<file path="src/rtl/occ_pkg.sv">
package occ_pkg;

  localparam int ADDR_W = 3;

  // register addresses
  localparam logic [ADDR_W-1:0] A_CNT_LO = 3'd0;
  localparam logic [ADDR_W-1:0] A_CNT_HI = 3'd1;
  localparam logic [ADDR_W-1:0] A_CMP_LO = 3'd2;
  localparam logic [ADDR_W-1:0] A_CMP_HI = 3'd3;
  localparam logic [ADDR_W-1:0] A_CTRL   = 3'd4;
  localparam logic [ADDR_W-1:0] A_STAT   = 3'd5;

  // count modes
  localparam logic [1:0] CM_UP     = 2'b00;
  localparam logic [1:0] CM_RELOAD = 2'b01;
  localparam logic [1:0] CM_PWMTOP = 2'b10;
  localparam logic [1:0] CM_UPDOWN = 2'b11;

  // pin actions
  localparam logic [1:0] PA_NONE   = 2'b00;
  localparam logic [1:0] PA_TOGGLE = 2'b01;
  localparam logic [1:0] PA_CLEAR  = 2'b10;
  localparam logic [1:0] PA_SET    = 2'b11;

  function automatic logic pin_after(logic [1:0] act, logic cur);
    logic r;
    case (act)
      PA_TOGGLE: r = ~cur;
      PA_CLEAR:  r = 1'b0;
      PA_SET:    r = 1'b1;
      default:   r = cur;
    endcase
    return r;
  endfunction

endpackage

</file>
<file path="src/rtl/occ_regif.sv">
module occ_regif
  import occ_pkg::*;
#(
  parameter int BYTE_W = 8,
  localparam int CNT_W = 2 * BYTE_W
)(
  input  logic              clk,
  input  logic              rst,
  input  logic              wr_en,
  input  logic [ADDR_W-1:0] wr_addr,
  input  logic [BYTE_W-1:0] wr_data,
  input  logic [ADDR_W-1:0] rd_addr,
  input  logic [CNT_W-1:0]  cnt_q,
  input  logic              flag_q,
  output logic [BYTE_W-1:0] rd_data,
  output logic [CNT_W-1:0]  cmp_q,
  output logic [1:0]        act_q,
  output logic [1:0]        mode_q,
  output logic              run_q,
  output logic              cnt_wr,
  output logic [CNT_W-1:0]  cnt_wr_val,
  output logic              force_p,
  output logic [1:0]        force_act,
  output logic              flag_clr
);

  logic [BYTE_W-1:0] tmp_q;
  logic [BYTE_W-1:0] rd_mux;
  logic              ctrl_wr;

  assign ctrl_wr    = wr_en && (wr_addr == A_CTRL);
  assign cnt_wr     = wr_en && (wr_addr == A_CNT_LO);
  assign cnt_wr_val = {tmp_q, wr_data};
  // strobe only honoured when the written mode is a non-PWM one
  assign force_p    = ctrl_wr && wr_data[7] && !wr_data[3];
  assign force_act  = wr_data[1:0];
  assign flag_clr   = wr_en && (wr_addr == A_STAT) && wr_data[0];

  always_comb begin
    rd_mux = '0;
    case (rd_addr)
      A_CNT_LO: rd_mux = cnt_q[BYTE_W-1:0];
      A_CNT_HI: rd_mux = cnt_q[CNT_W-1:BYTE_W];
      A_CMP_LO: rd_mux = cmp_q[BYTE_W-1:0];
      A_CMP_HI: rd_mux = cmp_q[CNT_W-1:BYTE_W];
      A_CTRL:   rd_mux = {{(BYTE_W-5){1'b0}}, run_q, mode_q, act_q};
      A_STAT:   rd_mux = {{(BYTE_W-1){1'b0}}, flag_q};
      default:  rd_mux = '0;
    endcase
  end

  always_ff @(posedge clk) begin
    if (rst) begin
      tmp_q   <= '0;
      cmp_q   <= '0;
      act_q   <= PA_NONE;
      mode_q  <= CM_UP;
      run_q   <= 1'b0;
      rd_data <= '0;
    end else begin
      rd_data <= rd_mux;
      if (wr_en) begin
        case (wr_addr)
          A_CNT_HI, A_CMP_HI: tmp_q <= wr_data;
          A_CMP_LO:           cmp_q <= {tmp_q, wr_data};
          A_CTRL: begin
            act_q  <= wr_data[1:0];
            mode_q <= wr_data[3:2];
            run_q  <= wr_data[4];
          end
          default: ;
        endcase
      end
    end
  end

endmodule

</file>
<file path="src/rtl/occ_counter.sv">
module occ_counter
  import occ_pkg::*;
#(
  parameter int CNT_W = 16
)(
  input  logic             clk,
  input  logic             rst,
  input  logic             tick,
  input  logic             run,
  input  logic [1:0]       mode,
  input  logic [CNT_W-1:0] cmp,
  input  logic             cnt_wr,
  input  logic [CNT_W-1:0] cnt_wr_val,
  output logic [CNT_W-1:0] cnt_q,
  output logic             match,
  output logic             bottom
);

  localparam logic [CNT_W-1:0] CNT_MAX  = '1;
  localparam logic [CNT_W-1:0] CNT_ONE  = {{(CNT_W-1){1'b0}}, 1'b1};
  localparam logic [CNT_W-1:0] CNT_ZERO = '0;

  logic             blk_q;
  logic             up_q;
  logic             tmr;
  logic [CNT_W-1:0] cnt_nx;
  logic             up_nx;

  assign tmr    = tick && run;
  assign match  = tmr && !blk_q && !cnt_wr && (cnt_q == cmp);
  assign bottom = tmr && !cnt_wr && (mode == CM_PWMTOP) && (cnt_q == CNT_ZERO);

  always_comb begin
    cnt_nx = cnt_q + CNT_ONE;
    up_nx  = 1'b1;
    case (mode)
      CM_RELOAD, CM_PWMTOP: cnt_nx = match ? CNT_ZERO : cnt_q + CNT_ONE;
      CM_UPDOWN: begin
        up_nx = up_q;
        if (up_q) begin
          if (cnt_q == CNT_MAX) begin
            up_nx  = 1'b0;
            cnt_nx = CNT_MAX - CNT_ONE;
          end else begin
            cnt_nx = cnt_q + CNT_ONE;
          end
        end else begin
          if (cnt_q == CNT_ZERO) begin
            up_nx  = 1'b1;
            cnt_nx = CNT_ONE;
          end else begin
            cnt_nx = cnt_q - CNT_ONE;
          end
        end
      end
      default: ;
    endcase
  end

  always_ff @(posedge clk) begin
    if (rst) begin
      cnt_q <= '0;
      blk_q <= 1'b0;
      up_q  <= 1'b1;
    end else begin
      if (cnt_wr) begin
        cnt_q <= cnt_wr_val;
        blk_q <= 1'b1;
      end else if (tmr) begin
        cnt_q <= cnt_nx;
        blk_q <= 1'b0;
      end
      if (mode != CM_UPDOWN)
        up_q <= 1'b1;
      else if (tmr && !cnt_wr)
        up_q <= up_nx;
    end
  end

endmodule

</file>
<file path="src/rtl/occ_wave.sv">
module occ_wave
  import occ_pkg::*;
(
  input  logic       clk,
  input  logic       rst,
  input  logic       match,
  input  logic       bottom,
  input  logic [1:0] act,
  input  logic       force_p,
  input  logic [1:0] force_act,
  input  logic       flag_clr,
  output logic       pin_q,
  output logic       flag_q
);

  logic pin_nx;

  always_comb begin
    pin_nx = pin_q;
    if (match)
      pin_nx = pin_after(act, pin_q);
    else if (bottom) begin
      if (act == PA_CLEAR)
        pin_nx = 1'b1;
      else if (act == PA_SET)
        pin_nx = 1'b0;
    end else if (force_p)
      pin_nx = pin_after(force_act, pin_q);
  end

  always_ff @(posedge clk) begin
    if (rst) begin
      pin_q  <= 1'b0;
      flag_q <= 1'b0;
    end else begin
      pin_q <= pin_nx;
      if (match)
        flag_q <= 1'b1;
      else if (flag_clr)
        flag_q <= 1'b0;
    end
  end

endmodule

</file>
<file path="src/rtl/occ_channel.sv">
module occ_channel
  import occ_pkg::*;
#(
  parameter int BYTE_W = 8,
  localparam int CNT_W = 2 * BYTE_W
)(
  input  logic              clk,
  input  logic              rst,
  input  logic              tick,
  input  logic              wr_en,
  input  logic [ADDR_W-1:0] wr_addr,
  input  logic [BYTE_W-1:0] wr_data,
  input  logic [ADDR_W-1:0] rd_addr,
  output logic [BYTE_W-1:0] rd_data,
  output logic              wave_out,
  output logic              match_flag
);

  logic [CNT_W-1:0] cnt_w;
  logic [CNT_W-1:0] cmp_w;
  logic [CNT_W-1:0] cnt_wr_val;
  logic [1:0]       act_w;
  logic [1:0]       mode_w;
  logic [1:0]       force_act;
  logic             run_w;
  logic             cnt_wr;
  logic             force_p;
  logic             flag_clr;
  logic             match_w;
  logic             bottom_w;

  occ_regif #(.BYTE_W(BYTE_W)) u_regs (
    .clk        (clk),
    .rst        (rst),
    .wr_en      (wr_en),
    .wr_addr    (wr_addr),
    .wr_data    (wr_data),
    .rd_addr    (rd_addr),
    .cnt_q      (cnt_w),
    .flag_q     (match_flag),
    .rd_data    (rd_data),
    .cmp_q      (cmp_w),
    .act_q      (act_w),
    .mode_q     (mode_w),
    .run_q      (run_w),
    .cnt_wr     (cnt_wr),
    .cnt_wr_val (cnt_wr_val),
    .force_p    (force_p),
    .force_act  (force_act),
    .flag_clr   (flag_clr)
  );

  occ_counter #(.CNT_W(CNT_W)) u_cnt (
    .clk        (clk),
    .rst        (rst),
    .tick       (tick),
    .run        (run_w),
    .mode       (mode_w),
    .cmp        (cmp_w),
    .cnt_wr     (cnt_wr),
    .cnt_wr_val (cnt_wr_val),
    .cnt_q      (cnt_w),
    .match      (match_w),
    .bottom     (bottom_w)
  );

  occ_wave u_wave (
    .clk       (clk),
    .rst       (rst),
    .match     (match_w),
    .bottom    (bottom_w),
    .act       (act_w),
    .force_p   (force_p),
    .force_act (force_act),
    .flag_clr  (flag_clr),
    .pin_q     (wave_out),
    .flag_q    (match_flag)
  );

endmodule

</file>
<file path="config.mk">
export PLATFORM = sky130hd
export DESIGN_NAME = occ_channel
export DESIGN_NICKNAME = d
export VERILOG_FILES = /design/src/rtl/occ_pkg.sv /design/src/rtl/occ_regif.sv /design/src/rtl/occ_counter.sv /design/src/rtl/occ_wave.sv /design/src/rtl/occ_channel.sv
export SDC_FILE = /design/constraint.sdc
export NUM_CORES = 1
export LEC_CHECK = 0
export BUFFER_PORTS_ARGS = -buffer_cell sky130_fd_sc_hd__buf_2
export CORE_MARGIN = 2
export CORE_UTILIZATION = 35
export CTS_CLUSTER_SIZE = 16
export DETAILED_ROUTE_END_ITERATION = 16
export GPL_TIMING_DRIVEN = 0
export PLACE_DENSITY = 0.5
export SLEW_MARGIN = 20
export SYNTH_ARGS = -nofsm -noshare
export SYNTH_HDL_FRONTEND = slang
export SYNTH_SLANG_ARGS = --single-unit
</file>
<file path="constraint.sdc">
create_clock -name clk -period 3 [get_ports clk]
set_input_delay 0.3 -clock clk [delete_from_list [all_inputs] [get_ports clk]]
set_output_delay 0.3 -clock clk [all_outputs]
set_load 0.02 [all_outputs]
</file>
# After elaboration in Yosys (flattened, before gate mapping)
# Index checks and enable logic that the tools add are counted.
[totals]
romBits = 0
mem_count = 0
elab_cells = 91
ff_bits = 57
latchBits = 0
out_inout_bits = 10
input_bits = 18
ram_bits = 0
[classes]
add_sub_neg = 2
shifts = 0
mux = 23
order_cmp = 0
bitwise_logic = 1
div = 0
n_mul = 0
eq_ne = 24
reduce_logical = 30
[ops]
columns = ["operator", "n"]
rows = [
  ["$mux 16", 6],
  ["$pmux 8 s6", 1],
  ["$pmux 16 s2", 1],
  ["$add 16x1->16 const B", 1],
  ["$eq 16x16->1", 1],
  ["$eq 16x16->1 const B", 1],
  ["$logic_not 16->1", 1],
  ["$sub 16x1->16 const B", 1],
  ["$logic_and 1x1->1", 13],
  ["$mux 1", 13],
  ["$eq 2x2->1 const B", 6],
  ["$eq 3x2->1 const B", 4],
  ["$eq 3x3->1 const B", 4],
  ["$ne 4x1->1 const B", 2],
  ["$eq 2x1->1 const B", 3],
  ["$eq 3x1->1 const B", 2],
  ["$logic_not 3->1", 2],
  ["$pmux 1 s3", 2],
  ["$reduce_and 2->1", 3],
  ["$reduce_or 2->1", 3],
  ["$reduce_bool 5->1", 1],
  ["$reduce_and 4->1", 1],
  ["$reduce_bool 2->1", 2],
  ["$logic_not 1->1", 3],
  ["other kinds (3)", 3],
]

# Longest topological paths before layout
[logic_depth]
word_depth = 9
depth_mapped = 10
ltp_nobuf = 9

# Hierarchy
# Synthesis repeated with hierarchy kept, for this count alone.
[hier_totals]
hier_cells = 515
area_unflattened_um2 = 4170.2
[by_module_without_submodules]
columns = ["module", "area_per_inst_um2", "cells_per_inst", "n_inst", "seq_area_each_um2"]
rows = [
  ["occ_counter", 2268.4, 311, 1, 360.3],
  ["occ_regif", 1732.9, 182, 1, 740.7],
  ["occ_wave", 168.9, 22, 1, 40.0],
]

# Worst setup path before layout
# OpenSTA, ideal clock, no wires.
[synth_path]
kind = "register -> register"
from = "register u_cnt.cnt_q[0]"
to = "register u_wave.pin_q"
path_slack_ps = 847
synth_period_minus_slack_ps = 2153
setup_ps = 59
path_stages_with_launch = 11
n_path_buf = 1
arrival_ps = 2095
required_time_ps = 2941
cell_sequence = "dfxtp_1 -> clkbuf_1 -> inv_1 -> ha_1 -> nor3b_2 -> nand4_4 -> or3_4 -> nor2_2 -> mux2i_1 -> a211o_1 -> nand2_1"
[synth_between]
elab_chain_len = 4
word_cells_on_any_way = 11
cone_classes = "eq/ne: 3; mux: 2; reduce/logical: 6"
[synth_rtl]
columns = ["element", "line_no", "rtl"]
rows = [
  ["start, declared", "occ_counter.sv:14", "output logic [CNT_W-1:0] cnt_q,"],
  ["start signal, assigned", "occ_counter.sv:67", "cnt_q <= cnt_wr_val;"],
  ["start signal, assigned", "occ_counter.sv:70", "cnt_q <= cnt_nx;"],
  ["$eq 16x16->1 or $logic_not 16->1 (tied branches)", "occ_counter.sv:30, occ_counter.sv:31", ""],
  ["$logic_and 1x1->1 (on tied branches)", "occ_counter.sv:30, occ_counter.sv:31", ""],
  ["$ne 4x1->1 (no source line) (tied with other cells)", "--", ""],
  ["$reduce_and 4->1 (no source line) or $mux 1 (tied branches)", "--", ""],
  ["end signal, assigned", "occ_wave.sv:36", "pin_q <= pin_nx;"],
  ["end, declared", "occ_wave.sv:12", "output logic pin_q,"],
]
# Parallel ways exist; a longest one is shown, timed or not.
# A chain may end at the register's enable or synchronous reset.

# Worst setup path in the final report
[layout_path]
from = "register u_cnt.cnt_q[0]"
to = "register u_cnt.cnt_q[10]"
[layout_between]
elab_chain_len = 6
word_cells_on_any_way = 13
cone_classes = "add/sub: 2; eq/ne: 2; mux: 7; reduce/logical: 2"
[layout_rtl]
columns = ["element", "line_no", "rtl"]
rows = [
  ["$sub 16x1->16 (tied with other cells)", "occ_counter.sv:52", "cnt_nx = cnt_q - CNT_ONE;"],
  ["$mux 16 (tied with other cells)", "occ_counter.sv:48", "if (cnt_q == CNT_ZERO) begin"],
  ["$mux 16 (on tied branches)", "occ_counter.sv:40, occ_counter.sv:37", ""],
  ["$pmux 16 s2 (*)", "occ_counter.sv:36", "case (mode)"],
  ["$mux 16 (*)", "occ_counter.sv:69", "end else if (tmr) begin"],
  ["$mux 16 (*)", "occ_counter.sv:66", "if (cnt_wr) begin"],
]
# Every way passes the cells marked *; elsewhere a longest branch is shown, timed or not. The select of a mux whose other input is x is not followed.

==> results.cfg <==
[yosys]
synth_flop_cell = dfxtp_1
postSynth.asyncResetShare_pct = 0
synth_area_mm2 = 0.003636
synthesis.nets = 466
yosysWarnings = 0
yosys.area_share.simple_pct = 22.47
synth_compound_area_share_pct = 19.03
ys_types = 63
synth-edff-count = 0
synthXorXnorAreaFrac_pct = 9.635
synth_seq_cells = 57
synth_adder_area_share_pct = 2.065
synth_top_family_by_area = simple AND/OR/NAND/NOR gates
yosysSeqAreaShare_pct = 31.38
netlist_instances = 442
synth_mux_area_share_pct = 9.773
postSynthAreaPerCell_um2 = 8.226

[min_path]
hold_path_class = input pin to flop
worstHoldPathCells = 3
holdPathEnd = u_regs.cmp_q[5]
min_from = wr_data[5]

[global_route]
grt_max_degree = 12
grtUsageTotal_pct = 22.30
antenna_found_initial = 0
grt_pass1_vias = 3295
overflow = 0
grt_pass1_wl_mm = 18.84

[job]
drv_cap = 0

[timing]
finalMaxSlewViolations = 0
max_slew_margin_pct = 51.79
final-hold-violation-count = 0
worst_pin_slew_ns = 0.7231
setup_viol = 0
rsz0062_at_grt = no
finalCritPeriodShare_pct = 93.76
fin_tns_setup_ns = 0
clock-skew-final_ns = 0.01301
period_needed_ns = 2.813
fmax_ghz = 0.3555

[detailed_routing]
wl_per_cell_um = 19.07
drtPass1Iterations = 6
vias_per_cell = 5.599
drt_wl_total_mm = 11.80
route.vias.total = 3466
drtIter0Drc = 202
drc = 0
final_antenna_net_count = 0

[setup_path]
r2r_cells = 10
critical_path_required_ns = 3.25
slowest_delay_ns = 0.51
cp-end-kind = flop
slowest_stage = o31ai_2
critical_path.cell_chain = clkbuf_1 > inv_1 > ha_1 > nor3b_2 > nand4_4 > o31ai_2 > nor2_1 > o221ai_1 > o21ai_0 > a31o_1
crit_fanout = 10
worstSetupStartpointType = flop
crit_arrival_ns = 3.06
crit_type = flop to flop
reg2reg_slack_ns = 0.19
reg2reg_from = u_cnt.cnt_q[0]
rr_endpoint = u_cnt.cnt_q[10]

[clock_tree]
tritoncts = yes
cts.sinks = 57
cts_buffer_depth = 2
cts_resized = 0
postCtsHoldBufs = 0
clock_latency_ns = 0.35
numCtsBuffers = 9
cts_root_buf = clkbuf_8
clk_pin_slew_ns = 0.08
htreeDepth = 3
postCtsSetupRepairBufs = 0

[final_layout]
final_common_cell = dfxtp_1
finalNonFillerCells = 619
drive_gt1_share_pct = 14.70
areaGrowthSynthToFinish_pct = 14.38
antenna_cells = 0
finalNetCount = 502
final_cell_mix = dfxtp_1 (57), nand2_1 (50), nor2_1 (44)

[placement]
dp_cells = 603
gp_congestion = 0.8559
dp_hpwl_mm = 8.841
io_buffers = 25

[floorplanning]
rows = 37
start_util_pct = 35.70
ios = 28
die_w_um = 105.9
die_area_mm2 = 0.01122
core_area_mm2 = 0.01018
fp.dieH_um = 105.9

[pwr]
finalPower_w = 0.001811
p_leak_nw = 1.608
power.density_mw_per_mm2 = 435.5
peakVddDrop_uv = 209.2

[outcome]
outcome = complete, no violations
[kinds of logic after synthesis]
family,count (synthesis)
compound gates,100
xor+xnor,40
fa+ha+maj,6
buf+inv,49
flops,57
mux,29
simple gates,161
[where the power goes]
group / leakage, nW / total, W / internal (W) / switching [W]
combinational: 1.03 / 0.000192 / 0.0000701 / 0.000122
clock: 0.113 / 0.000840 / 0.000493 / 0.000347
sequential: 0.461 / 0.000780 / 0.000768 / 0.0000119
total: 1.61 / 0.00181 / 0.00133 / 0.000480
[synth_stat cells, types with 2 or more instances]
library cell   n  area share [%]
mux4_2         5             3.1
nor3_1         5            0.69
a31oi_1        4            0.69
xnor2_1       25             6.0
o21ai_0        5            0.69
a221oi_1       2            0.48
nor3b_1        3            0.62
o22ai_1        6             1.0
a211oi_1       2            0.41
clkbuf_1      26             2.7
o41ai_1        2            0.48
a22oi_1       16             3.3
o22a_1         3            0.72
nand4_1        6             1.0
inv_1         11             1.1
o221a_2        2            0.62
or4_1          2            0.41
xor2_1        15             3.6
a21o_1         4            0.83
nor4_1         2            0.34
o2111ai_1      2            0.48
and3_1         4            0.69
nand4b_1       3            0.72
nor2_1        44             4.5
or3_1          3            0.52
and4_1         2            0.48
buf_1          2            0.21
a21oi_1       31             4.3
o221ai_1       6             1.4
mux2_2         2            0.62
o211ai_1       3            0.62
nand2_1       50             5.2
buf_2          8             1.1
mux2i_1       22             6.1
dfxtp_1       57              31
nor2b_1        2            0.34
ha_1           6             2.1
nor3_2         2            0.55
nand3_1       22             3.0
nand3b_1       2            0.41
[cell type report]
cell class	instances	area, µm²
Sequential cell	57	1141
Clock buffer	10	137.6
Buffer	38	163.9
Inverter	11	41.29
Timing Repair Buffer	25	125.1
Clock inverter	6	90.09
Fill cell	1086	6026
Tap cell	136	170.2
Multi-Input combinational cell	336	2290
[worst max-delay path by stage]
stage / from / end / slack, ns / cells after the start
finish: u_cnt.cnt_q[0] / u_cnt.cnt_q[10] / 0.19 / 10
global route: u_cnt.cnt_q[0] / u_cnt.cnt_q[10] / 0.05 / 10
CTS: u_cnt.cnt_q[0] / u_cnt.cnt_q[10] / 0.25 / 10
detailed placement: u_cnt.cnt_q[0] / u_cnt.cnt_q[10] / 0.29 / 10
global placement: u_cnt.cnt_q[0] / u_cnt.cnt_q[10] / 0.28 / 10
floorplan: u_cnt.cnt_q[0] / u_wave.pin_q / 0.85 / 10
[per-layer routing]
layer	GRT usage [%]	wire, µm	part of all wire [%]
met5	0	0	0
met4	8.365	295	2.5
met3	4.414	759	6.4
met2	35.44	5431	46
met1	29.98	5317	45
[registers in the layout, indices dropped and copies added (netlist names), 2 cells and up]
register and count:
u_regs.mode_q 2, u_regs.tmp_q 8, u_regs.act_q 2, u_regs.cmp_q 16, u_regs.rd_data 8, u_cnt.cnt_q 16
[worst max-delay path: cells and delay by family (launching register included)]
kind                     cells  cell delay (ns)
adder cells (fa/ha/maj)      1             0.16
buffers and inverters        2             0.38
AO/OA/AOI/OAI                4             0.94
AND/OR/NAND/NOR              3             0.92
flip-flops                   1             0.32
[stage by stage]
stage               utilization (%)  instance area, µm²  worst slack (ns)  hold slack (ns)
detailed placement            38.60                3931            0.2923           0.4786
CTS                           40.84                4159            0.2460           0.1990
finish                        40.84                4159            0.1871           0.2178
floorplan                         -                3636            0.8466           0.4360
global placement              38.60                3931            0.2765           0.4739
global route                  40.84                4159           0.05067           0.2224
Note: power is estimated with default switching activity, not from simulation.
